<file path="config.mk">
export PLATFORM = sky130hd
export DESIGN_NAME = fcard_slot_ctrl
export DESIGN_NICKNAME = d
export VERILOG_FILES = /design/src/rtl/fcs_pkg.sv /design/src/rtl/fcs_reg_decode.sv /design/src/rtl/fcs_cfg_fetch.sv /design/src/rtl/fcard_slot_ctrl.sv
export SDC_FILE = /design/constraint.sdc
export NUM_CORES = 1
export LEC_CHECK = 0
export BUFFER_PORTS_ARGS = -buffer_cell sky130_fd_sc_hd__buf_4
export CAP_MARGIN = 20
export CORE_MARGIN = 4
export CORE_UTILIZATION = 50
export CTS_BUF_LIST = sky130_fd_sc_hd__clkbuf_4 sky130_fd_sc_hd__clkbuf_8
export DETAILED_ROUTE_END_ITERATION = 8
export PLACE_DENSITY_LB_ADDON = 0.12
export SLEW_MARGIN = 10
export SYNTH_ARGS = -nofsm -noshare
export SYNTH_HDL_FRONTEND = slang
export SYNTH_SLANG_ARGS = --single-unit
</file>
<file path="constraint.sdc">
create_clock -name clk -period 3.8 [get_ports clk]
set_input_delay 0.57 -clock clk [delete_from_list [all_inputs] [get_ports clk]]
set_output_delay 0.57 -clock clk [all_outputs]
set_load 0.02 [all_outputs]
</file>
<file path="src/rtl/fcs_pkg.sv">
package fcs_pkg;
  typedef enum logic [2:0] {
    RK_ID   = 3'd0,
    RK_VEC  = 3'd1,
    RK_CTRL = 3'd2,
    RK_STAT = 3'd3,
    RK_NONE = 3'd4
  } reg_kind_t;

  typedef enum logic [1:0] {
    F_IDLE = 2'd0,
    F_REQ  = 2'd1,
    F_WAIT = 2'd2
  } fetch_st_t;

  localparam int unsigned WORD_W   = 32;
  localparam int unsigned CFG_WORDS = 4;
  localparam logic [1:0] HS_NONE = 2'b00;
  localparam logic [1:0] HS_A    = 2'b01;
  localparam logic [1:0] HS_B    = 2'b10;
  localparam logic [1:0] HS_BOTH = 2'b11;
endpackage

</file>
<file path="src/rtl/fcs_reg_decode.sv">
module fcs_reg_decode
  import fcs_pkg::*;
#(
  parameter int unsigned OFS_W = 4
) (
  input  logic [OFS_W-1:0] offset,
  output reg_kind_t        kind
);
  always_comb begin
    kind = RK_NONE;
    if (offset < OFS_W'(4)) begin
      case (offset[1:0])
        2'd0:    kind = RK_ID;
        2'd1:    kind = RK_VEC;
        2'd2:    kind = RK_CTRL;
        default: kind = RK_STAT;
      endcase
    end
  end
endmodule

</file>
<file path="src/rtl/fcs_cfg_fetch.sv">
module fcs_cfg_fetch
  import fcs_pkg::*;
#(
  parameter int unsigned AW = 32,
  parameter logic [AW-1:0] CFG_PTR_ADDR = '0
) (
  input  logic              clk,
  input  logic              rst_n,
  input  logic              start,
  output logic              busy,
  output logic              done,
  output logic              mem_req_valid,
  input  logic              mem_req_ready,
  output logic [AW-1:0]     mem_req_addr,
  input  logic              mem_rsp_valid,
  input  logic [WORD_W-1:0] mem_rsp_data,
  output logic [AW-1:0]     rq_base,
  output logic [AW-1:0]     cq_base,
  output logic [7:0]        rq_size,
  output logic [7:0]        cq_size,
  output logic [7:0]        int_vec,
  output logic [7:0]        rq_count
);
  localparam int unsigned STEP_W = $clog2(CFG_WORDS);
  localparam int unsigned LANES  = WORD_W / 8;

  fetch_st_t         st_q;
  logic [STEP_W-1:0] step_q;
  logic [AW-1:0]     ptr_q;
  logic [STEP_W-1:0] step_m1;
  logic [7:0]        lane [LANES];

  // lowest byte address sits in the top lane
  for (genvar g = 0; g < LANES; g++) begin : g_lane
    assign lane[g] = mem_rsp_data[WORD_W-1-8*g -: 8];
  end

  assign step_m1       = step_q - STEP_W'(1);
  assign busy          = (st_q != F_IDLE);
  assign mem_req_valid = (st_q == F_REQ);
  assign mem_req_addr  = (step_q == '0) ? CFG_PTR_ADDR
                       : ptr_q + {{(AW-STEP_W-2){1'b0}}, step_m1, 2'b00};

  always_ff @(posedge clk) begin
    if (!rst_n) begin
      st_q     <= F_IDLE;
      step_q   <= '0;
      ptr_q    <= '0;
      done     <= 1'b0;
      rq_base  <= '0;
      cq_base  <= '0;
      rq_size  <= '0;
      cq_size  <= '0;
      int_vec  <= '0;
      rq_count <= '0;
    end else begin
      done <= 1'b0;
      case (st_q)
        F_IDLE: if (start) begin
          st_q   <= F_REQ;
          step_q <= '0;
        end
        F_REQ: if (mem_req_ready) st_q <= F_WAIT;
        F_WAIT: if (mem_rsp_valid) begin
          case (step_q)
            2'd0: ptr_q   <= mem_rsp_data[AW-1:0];
            2'd1: rq_base <= mem_rsp_data[AW-1:0];
            2'd2: cq_base <= mem_rsp_data[AW-1:0];
            default: begin
              rq_size  <= lane[0];
              cq_size  <= lane[1];
              int_vec  <= lane[2];
              rq_count <= lane[3];
            end
          endcase
          if (step_q == STEP_W'(CFG_WORDS - 1)) begin
            st_q <= F_IDLE;
            done <= 1'b1;
          end else begin
            step_q <= step_q + STEP_W'(1);
            st_q   <= F_REQ;
          end
        end
        default: st_q <= F_IDLE;
      endcase
    end
  end
endmodule

</file>
<file path="src/rtl/fcard_slot_ctrl.sv">
module fcard_slot_ctrl
  import fcs_pkg::*;
#(
  parameter int unsigned   AW           = 32,
  parameter int unsigned   OFS_W        = 4,
  parameter logic [AW-1:0] CFG_PTR_ADDR = 32'h0000_0100
) (
  input  logic              clk,
  input  logic              rst_n,
  input  logic [15:0]       board_id,
  input  logic              hst_valid,
  output logic              hst_ready,
  input  logic              hst_write,
  input  logic [OFS_W-1:0]  hst_offset,
  output logic              rsp_valid,
  output logic [7:0]        rsp_data,
  output logic              rsp_fault,
  output logic              tmo_flag,
  output logic              mem_req_valid,
  input  logic              mem_req_ready,
  output logic [AW-1:0]     mem_req_addr,
  input  logic              mem_rsp_valid,
  input  logic [WORD_W-1:0] mem_rsp_data,
  output logic [AW-1:0]     rq_base,
  output logic [AW-1:0]     cq_base,
  output logic [7:0]        rq_size,
  output logic [7:0]        cq_size,
  output logic [7:0]        int_vec,
  output logic [7:0]        rq_count,
  output logic              configured,
  input  logic              seq_flip,
  output logic              seq_bit,
  output logic              exp_job,
  output logic              full_pulse,
  output logic              card_rst
);
  reg_kind_t  kind;
  logic [1:0] hs_q;
  logic       pend_q;
  logic       pend_rd_q;
  logic       fetch_busy;
  logic       fetch_done;
  logic       accept;
  logic       slot_empty;
  logic       trig;

  fcs_reg_decode #(.OFS_W(OFS_W)) u_dec (
    .offset (hst_offset),
    .kind   (kind)
  );

  fcs_cfg_fetch #(.AW(AW), .CFG_PTR_ADDR(CFG_PTR_ADDR)) u_fetch (
    .clk           (clk),
    .rst_n         (rst_n),
    .start         (trig),
    .busy          (fetch_busy),
    .done          (fetch_done),
    .mem_req_valid (mem_req_valid),
    .mem_req_ready (mem_req_ready),
    .mem_req_addr  (mem_req_addr),
    .mem_rsp_valid (mem_rsp_valid),
    .mem_rsp_data  (mem_rsp_data),
    .rq_base       (rq_base),
    .cq_base       (cq_base),
    .rq_size       (rq_size),
    .cq_size       (cq_size),
    .int_vec       (int_vec),
    .rq_count      (rq_count)
  );

  assign hst_ready  = !pend_q && !fetch_busy;
  assign accept     = hst_valid && hst_ready;
  assign slot_empty = (board_id == 16'h0000);
  assign configured = (hs_q == HS_BOTH) && !pend_q && !fetch_busy;

  always_comb begin
    trig = 1'b0;
    if (accept && !slot_empty) begin
      if ((kind == RK_ID || kind == RK_VEC) && hs_q == HS_B) trig = 1'b1;
      if (kind == RK_CTRL && hs_q == HS_A)                   trig = 1'b1;
    end
  end

  always_ff @(posedge clk) begin
    if (!rst_n) begin
      hs_q       <= HS_NONE;
      pend_q     <= 1'b0;
      pend_rd_q  <= 1'b0;
      rsp_valid  <= 1'b0;
      rsp_data   <= '0;
      rsp_fault  <= 1'b0;
      tmo_flag   <= 1'b0;
      seq_bit    <= 1'b0;
      exp_job    <= 1'b0;
      full_pulse <= 1'b0;
      card_rst   <= 1'b0;
    end else begin
      rsp_valid  <= 1'b0;
      rsp_data   <= '0;
      rsp_fault  <= 1'b0;
      exp_job    <= 1'b0;
      full_pulse <= 1'b0;
      card_rst   <= 1'b0;

      if (fetch_done) seq_bit <= 1'b0;
      else if (seq_flip) seq_bit <= !seq_bit;

      if (fetch_done && pend_q) begin
        pend_q    <= 1'b0;
        rsp_valid <= 1'b1;
        rsp_data  <= pend_rd_q ? int_vec : 8'h00;
      end

      if (accept) begin
        if (slot_empty || kind == RK_NONE) begin
          rsp_valid <= 1'b1;
          rsp_fault <= 1'b1;
          tmo_flag  <= 1'b1;
        end else if (trig) begin
          hs_q      <= HS_BOTH;
          pend_q    <= 1'b1;
          pend_rd_q <= !hst_write && (kind != RK_CTRL);
        end else begin
          rsp_valid <= 1'b1;
          case (kind)
            RK_ID, RK_VEC: begin
              if (hs_q == HS_BOTH) begin
                exp_job <= 1'b1;
                if (!hst_write) rsp_data <= int_vec;
              end else begin
                hs_q <= hs_q | HS_A;
                if (!hst_write)
                  rsp_data <= (kind == RK_ID) ? board_id[15:8] : board_id[7:0];
              end
            end
            RK_CTRL: begin
              if (hs_q == HS_BOTH) full_pulse <= 1'b1;
              else hs_q <= hs_q | HS_B;
            end
            default: begin
              hs_q     <= HS_NONE;
              card_rst <= 1'b1;
            end
          endcase
        end
      end
    end
  end
endmodule

</file>
## Yosys cells after proc, flatten, opt, wreduce, memory -nomap -nowiden

Cells that the tools add are included.

- Flip-flop bits (word level): 152
- Bits in latches: 0
- RAM bits: 0
- ROM bits: 0
- Input bits: 59
- Output and inout port bits: 146
- Word-level logic and storage cells: 137
- Memories kept: 0

- $add $sub $neg: 3
- Multiply operators: 0
- Divide/modulo/power cells: 0
- Order comparisons: 1
- Equal/unequal tests: 22
- Shift operators: 0
- Mux-type cells: 41
- Bitwise operators: 6
- Reduce and logical (&&, ||, !) cells: 42

Operators with widths:

| operator | number |
|---|---|
| $mux W8 | 10 |
| $add A32 B4 Y32 | 1 |
| $mux W32 | 1 |
| $reduce_and A3 Y1 | 7 |
| $mux W1 | 17 |
| $logic_not A16 Y1 | 1 |
| $mux W2 | 8 |
| $eq A2 B2 Y1 const B | 6 |
| $pmux W2 S3 | 2 |
| $reduce_and A4 Y1 | 3 |
| $ne A2 B2 Y1 const B | 5 |
| $reduce_or A5 Y1 | 2 |
| $logic_and A1 B1 Y1 | 9 |
| $eq A2 B1 Y1 const B | 4 |
| $pmux W2 S2 | 2 |
| $logic_not A2 Y1 | 3 |
| $ne A3 B3 Y1 const B | 2 |
| $not A1 Y1 | 6 |
| $reduce_or A3 Y1 | 2 |
| $logic_not A1 Y1 | 5 |
| $lt A4 B3 Y1 const B | 1 |
| $reduce_and A2 Y1 | 2 |
| $reduce_bool A2 Y1 | 2 |
| $reduce_or A2 Y1 | 2 |
| 11 further kinds | 12 |

## Logic depth before layout (Yosys ltp)

- Word-level depth: 12
- Mapped depth: 10
- Mapped depth without buffers: 8

## Modules after synthesis

A second synthesis with hierarchy kept.

- Cell total of the unflattened synthesis: 834
- Area total of the unflattened synthesis: 6906.6 µm²

Modules (own cells, without submodules):

| module | instances | cells an instance | area an instance (µm²) | seq. area each (µm²) |
|---|---|---|---|---|
| fcs_cfg_fetch | 1 | 731 | 5933.2 | 2662.6 |
| fcard_slot_ctrl | 1 | 100 | 952.2 | 380.4 |
| fcs_reg_decode | 1 | 3 | 21.3 | 0.0 |

## Worst setup path after synthesis

Ideal clock, no wire load.

- Path kind: register -> output
- Start point: register u_fetch.step_q[0]
- End point: output mem_req_addr[28]
- Arrival time: 2.647 ns
- Required time: 3.230 ns
- Setup slack: 0.583 ns
- Cell stages (with the launch flop): 9
- Path through: dfxtp_1 -> inv_1 -> ha_1 -> fa_1 -> and4b_1 -> buf_4 -> nand4_4 -> or4_1 -> a21oi_1

- Cells in the longest elaborated chain, start to end: 3
- Elaborated cells between the ends (all ways): 4

Ends and longest elaborated chain:

| what | RTL line | RTL |
|---|---|---|
| start: declaration | fcs_cfg_fetch.sv:28 | `logic [STEP_W-1:0] step_q;` |
| start signal: assignment | fcs_cfg_fetch.sv:80 | `step_q <= step_q + STEP_W'(1);` |
| $sub A2 B1 Y2 | fcs_cfg_fetch.sv:38 | `assign step_m1 = step_q - STEP_W'(1);` |
| $add A32 B4 Y32 | fcs_cfg_fetch.sv:42 | `: ptr_q + {{(AW-STEP_W-2){1'b0}}, step_m1, 2'b00};` |
| $mux W32 * | fcs_cfg_fetch.sv:41 | `assign mem_req_addr = (step_q == '0) ? CFG_PTR_ADDR` |
| end: declaration | fcard_slot_ctrl.sv:21 | `output logic [AW-1:0] mem_req_addr,` |

Every way passes the cells marked *; elsewhere a longest branch is shown, timed or not.

## Worst setup path in the final report

- Start point: register u_fetch.step_q[1]
- End point: output mem_req_addr[24]

The elaborated chain is that of the path after synthesis.

==> impl_metrics.ini <==
[outcome]
status = finished, final reports clean

[detailed_routing]
drcViolationCount = 0
num_vias = 6305
dr.pass1.iters = 5
vias_per_cell = 5.285
routed_wl_microns = 19020
wire_per_inst_microns = 15.94
postRouteAntennaNets = 0
dr.first_iter.drc_count = 428

[place]
port-buffer-count = 204
dp_cells = 1162
globalplace.congestion = 0.8590
dp_hpwl_microns = 13740
pre_cts_ws_ps = 329.4

[die]
start_util_pct = 51.27
io_pins = 205
die_x_microns = 121.8
dieArea_sq_um = 14820
die_h_microns = 121.8
rows = 41
core-area_sq_um = 12620

[final_layout]
n_fill_cell = 1154
multiInputGateArea_sq_um = 3104
nNetsFinal = 1078
final_cells = 1193
layout-drive-gt1-share_pct = 25.66
regArea_sq_um = 3045
syn_to_final_growth_pct = 30.38
antenna_cells = 0

[grt]
use_met3_pct = 7.010
busiest_layer = met2
grt_pass1_vias = 5642
grt_overflow = 0
grt_use_met2_pct = 37.67
grt_max_degree = 101
grt_use_met1_pct = 35.91
track_usage_pct = 25.30
grt_pass1_wl_microns = 29720
antenna_found_initial = 0

[cts]
numCtsBuffers = 17
hold_buffers = 0
clkLatencyLatePin_ps = 430
htree_levels = 4
cts_max_path_buffers = 2
cts_sinks = 152
cts_tree = built
root_buffer = clkbuf_8
path_clk_slew_ps = 70

[job]
max_cap_violations = 0

[timing]
layout_min_cycle_time_ps = 3591
grt_setup_unrepaired = false
min_period_over_period_pct = 94.49
maxSlewHeadroom_pct = 31.31
finalMaxSlewViolations = 0
hold_viol = 0
setup_tns_ps = 0
finalSetupViolations = 0
layout_setup_ws_ps = 209.4
tightest_slew_ps = 1030
max_freq_mhz = 278.5
skew_ps = 13.17

[critical_path]
crit_arrival_ps = 3020
crit_start = u_fetch.step_q[1]
required_ps = 3230
r2r-start = u_fetch.st_q[1]
crit_fanout = 15
end_kind = primary output
cp-start-kind = flip-flop
crit_type = reg -> out

[synthesis]
synth_area_per_cell_sq_um = 7.776
synth_fa_ha_area_share_pct = 1.663
synth.largest_area_cell = dfxtp_1
synthCells = 832
synth_xor_xnor_area_share_pct = 1.489
synth_nets = 899
yosys.area_share.simple_pct = 26.92
synthMuxAreaShare_pct = 2.282
synth_compound_gate_area_share_pct = 15.41
synth_area_leaders = dfxtp_1 (47%), nand2_1 (16%), a21oi_1 (11%)
ys_seq_elements = 152
synth.cell_area_sq_um = 6470
yosysWarnings = 0
synth_top_cell_area_share_pct = 47.03
synth_cell_types = 53
synth_top_family_by_area = simple AND/OR/NAND/NOR gates
ys_seq_area_share_pct = 47.03

[min_path]
hp-class = in -> reg
min_from = hst_offset[0]

[pwr]
ir_worst_vdd_uv = 231.5
leakage_nw = 3.207
p_per_area_nw_per_um2 = 340.3
[cells by family after synthesis]
group	Yosys count
muxes	14
buffers and inverters	76
and+or+nand+nor	385
adders and majority gates	8
AOI/OAI and AO/OA	186
xor gates and xnor gates	11
DFF	152
[state kept, by name (all words and copies together) (netlist names), 8 cells and up]
register / cells
u_fetch.int_vec: 8
u_fetch.ptr_q: 32
u_fetch.rq_size: 8
u_fetch.rq_base: 32
u_fetch.rq_count: 8
u_fetch.cq_size: 8
rsp_data: 8
u_fetch.cq_base: 32
[area by class of cell]
class | count | area share, %
Timing Repair Buffer | 215 | 19.34
Multi-Input combinational cell | 604 | 36.80
Sequential cell | 152 | 36.10
Clock inverter | 8 | 0.8899
Clock buffer | 21 | 3.352
Tap cell | 172 | 2.551
Inverter | 21 | 0.9641
[synthesized netlist by cell type (all sizes together)]
cell type	number
a211oi	1
a21oi	148
a22o	2
a22oi	3
a31oi	2
a32o	1
and2	5
and3	4
and3b	1
and4	8
and4b	1
buf	36
clkbuf	19
dfxtp	152
fa	1
ha	7
inv	21
mux2	6
mux2i	8
nand2	273
nand2b	1
nand3	9
nand4	7
nand4b	1
nor2	26
nor2b	14
nor3	8
nor3b	4
nor4	7
nor4bb	1
o2111ai	1
o21a	3
o21ai	9
o21bai	2
o22ai	8
o31ai	6
or2	1
or3	6
or4	7
or4b	1
xnor2	7
xor2	4
[stage by stage]
| stage | power, mW | hold WS (ps) | util (%) | instance area, sq um |
|---|---|---|---|---|
| global route | 2.970 | 361.3 | 66.85 | 8436 |
| floorplan | 1.686 | 431.8 | - | 6470 |
| global placement | 1.779 | 438.7 | 63.62 | 8029 |
| detailed placement | 1.778 | 445.3 | 63.62 | 8029 |
| CTS | 2.886 | 360.1 | 66.63 | 8408 |
| finish | 2.871 | 388.5 | 66.85 | 8436 |
[cell usage in the layout, fill, tap and decap left out, drive strengths merged, types with 2 or more instances in the layout]
| master | n |
|---|---|
| o21bai | 2 |
| o21ai | 9 |
| or4 | 7 |
| mux2 | 6 |
| clkinv | 6 |
| nor4 | 7 |
| xor2 | 4 |
| a21oi | 148 |
| buf | 214 |
| or3 | 6 |
| nand4 | 7 |
| o21a | 3 |
| inv | 21 |
| a31oi | 2 |
| xnor2 | 7 |
| ha | 7 |
| and3 | 4 |
| nand2 | 273 |
| clkbuf | 22 |
| o22ai | 8 |
| o31ai | 6 |
| nor2b | 14 |
| nor2 | 26 |
| nand3 | 9 |
| a22o | 2 |
| and4 | 8 |
| dfxtp | 152 |
| mux2i | 8 |
| nor3 | 8 |
| and2 | 5 |
| a22oi | 3 |
| nor3b | 4 |
[routing by layer]
metal	wire [microns]	part of all wire [%]
met5	0	0
met2	8550	45
met1	8777	46
met4	339	1.8
met3	1352	7.1
[final timing paths]
check	to	slack, ps	cells after the start
min	full_pulse	390	2
max reg2reg	u_fetch.rq_base[2]	1610	5
min reg2reg	u_fetch.cq_size[6]	460	2
max	mem_req_addr[24]	210	8
[worst max-delay path: stages, from the launching register on]
cell and delay [ps]:
dfxtp_2 380, inv_1 110, ha_4 250, fa_1 440, and4b_2 350, nand4_4 200, or4_1 560, a21oi_1 160
buf_4 160
[report_power, final]
| group | internal, mW | switching [mW] | total (mW) |
|---|---|---|---|
| Combinational | 0.0594 | 0.0838 | 0.143 |
| Sequential | 1.60 | 0.00342 | 1.60 |
| Clock | 0.564 | 0.565 | 1.13 |
[timing repair]
item | 4_1_cts | 5_1_grt
resized for setup | 2 | 3
setup endpoints to repair | 4 | 10
setup buffers | 1 | 0
Power figures use the tool's default switching activity.
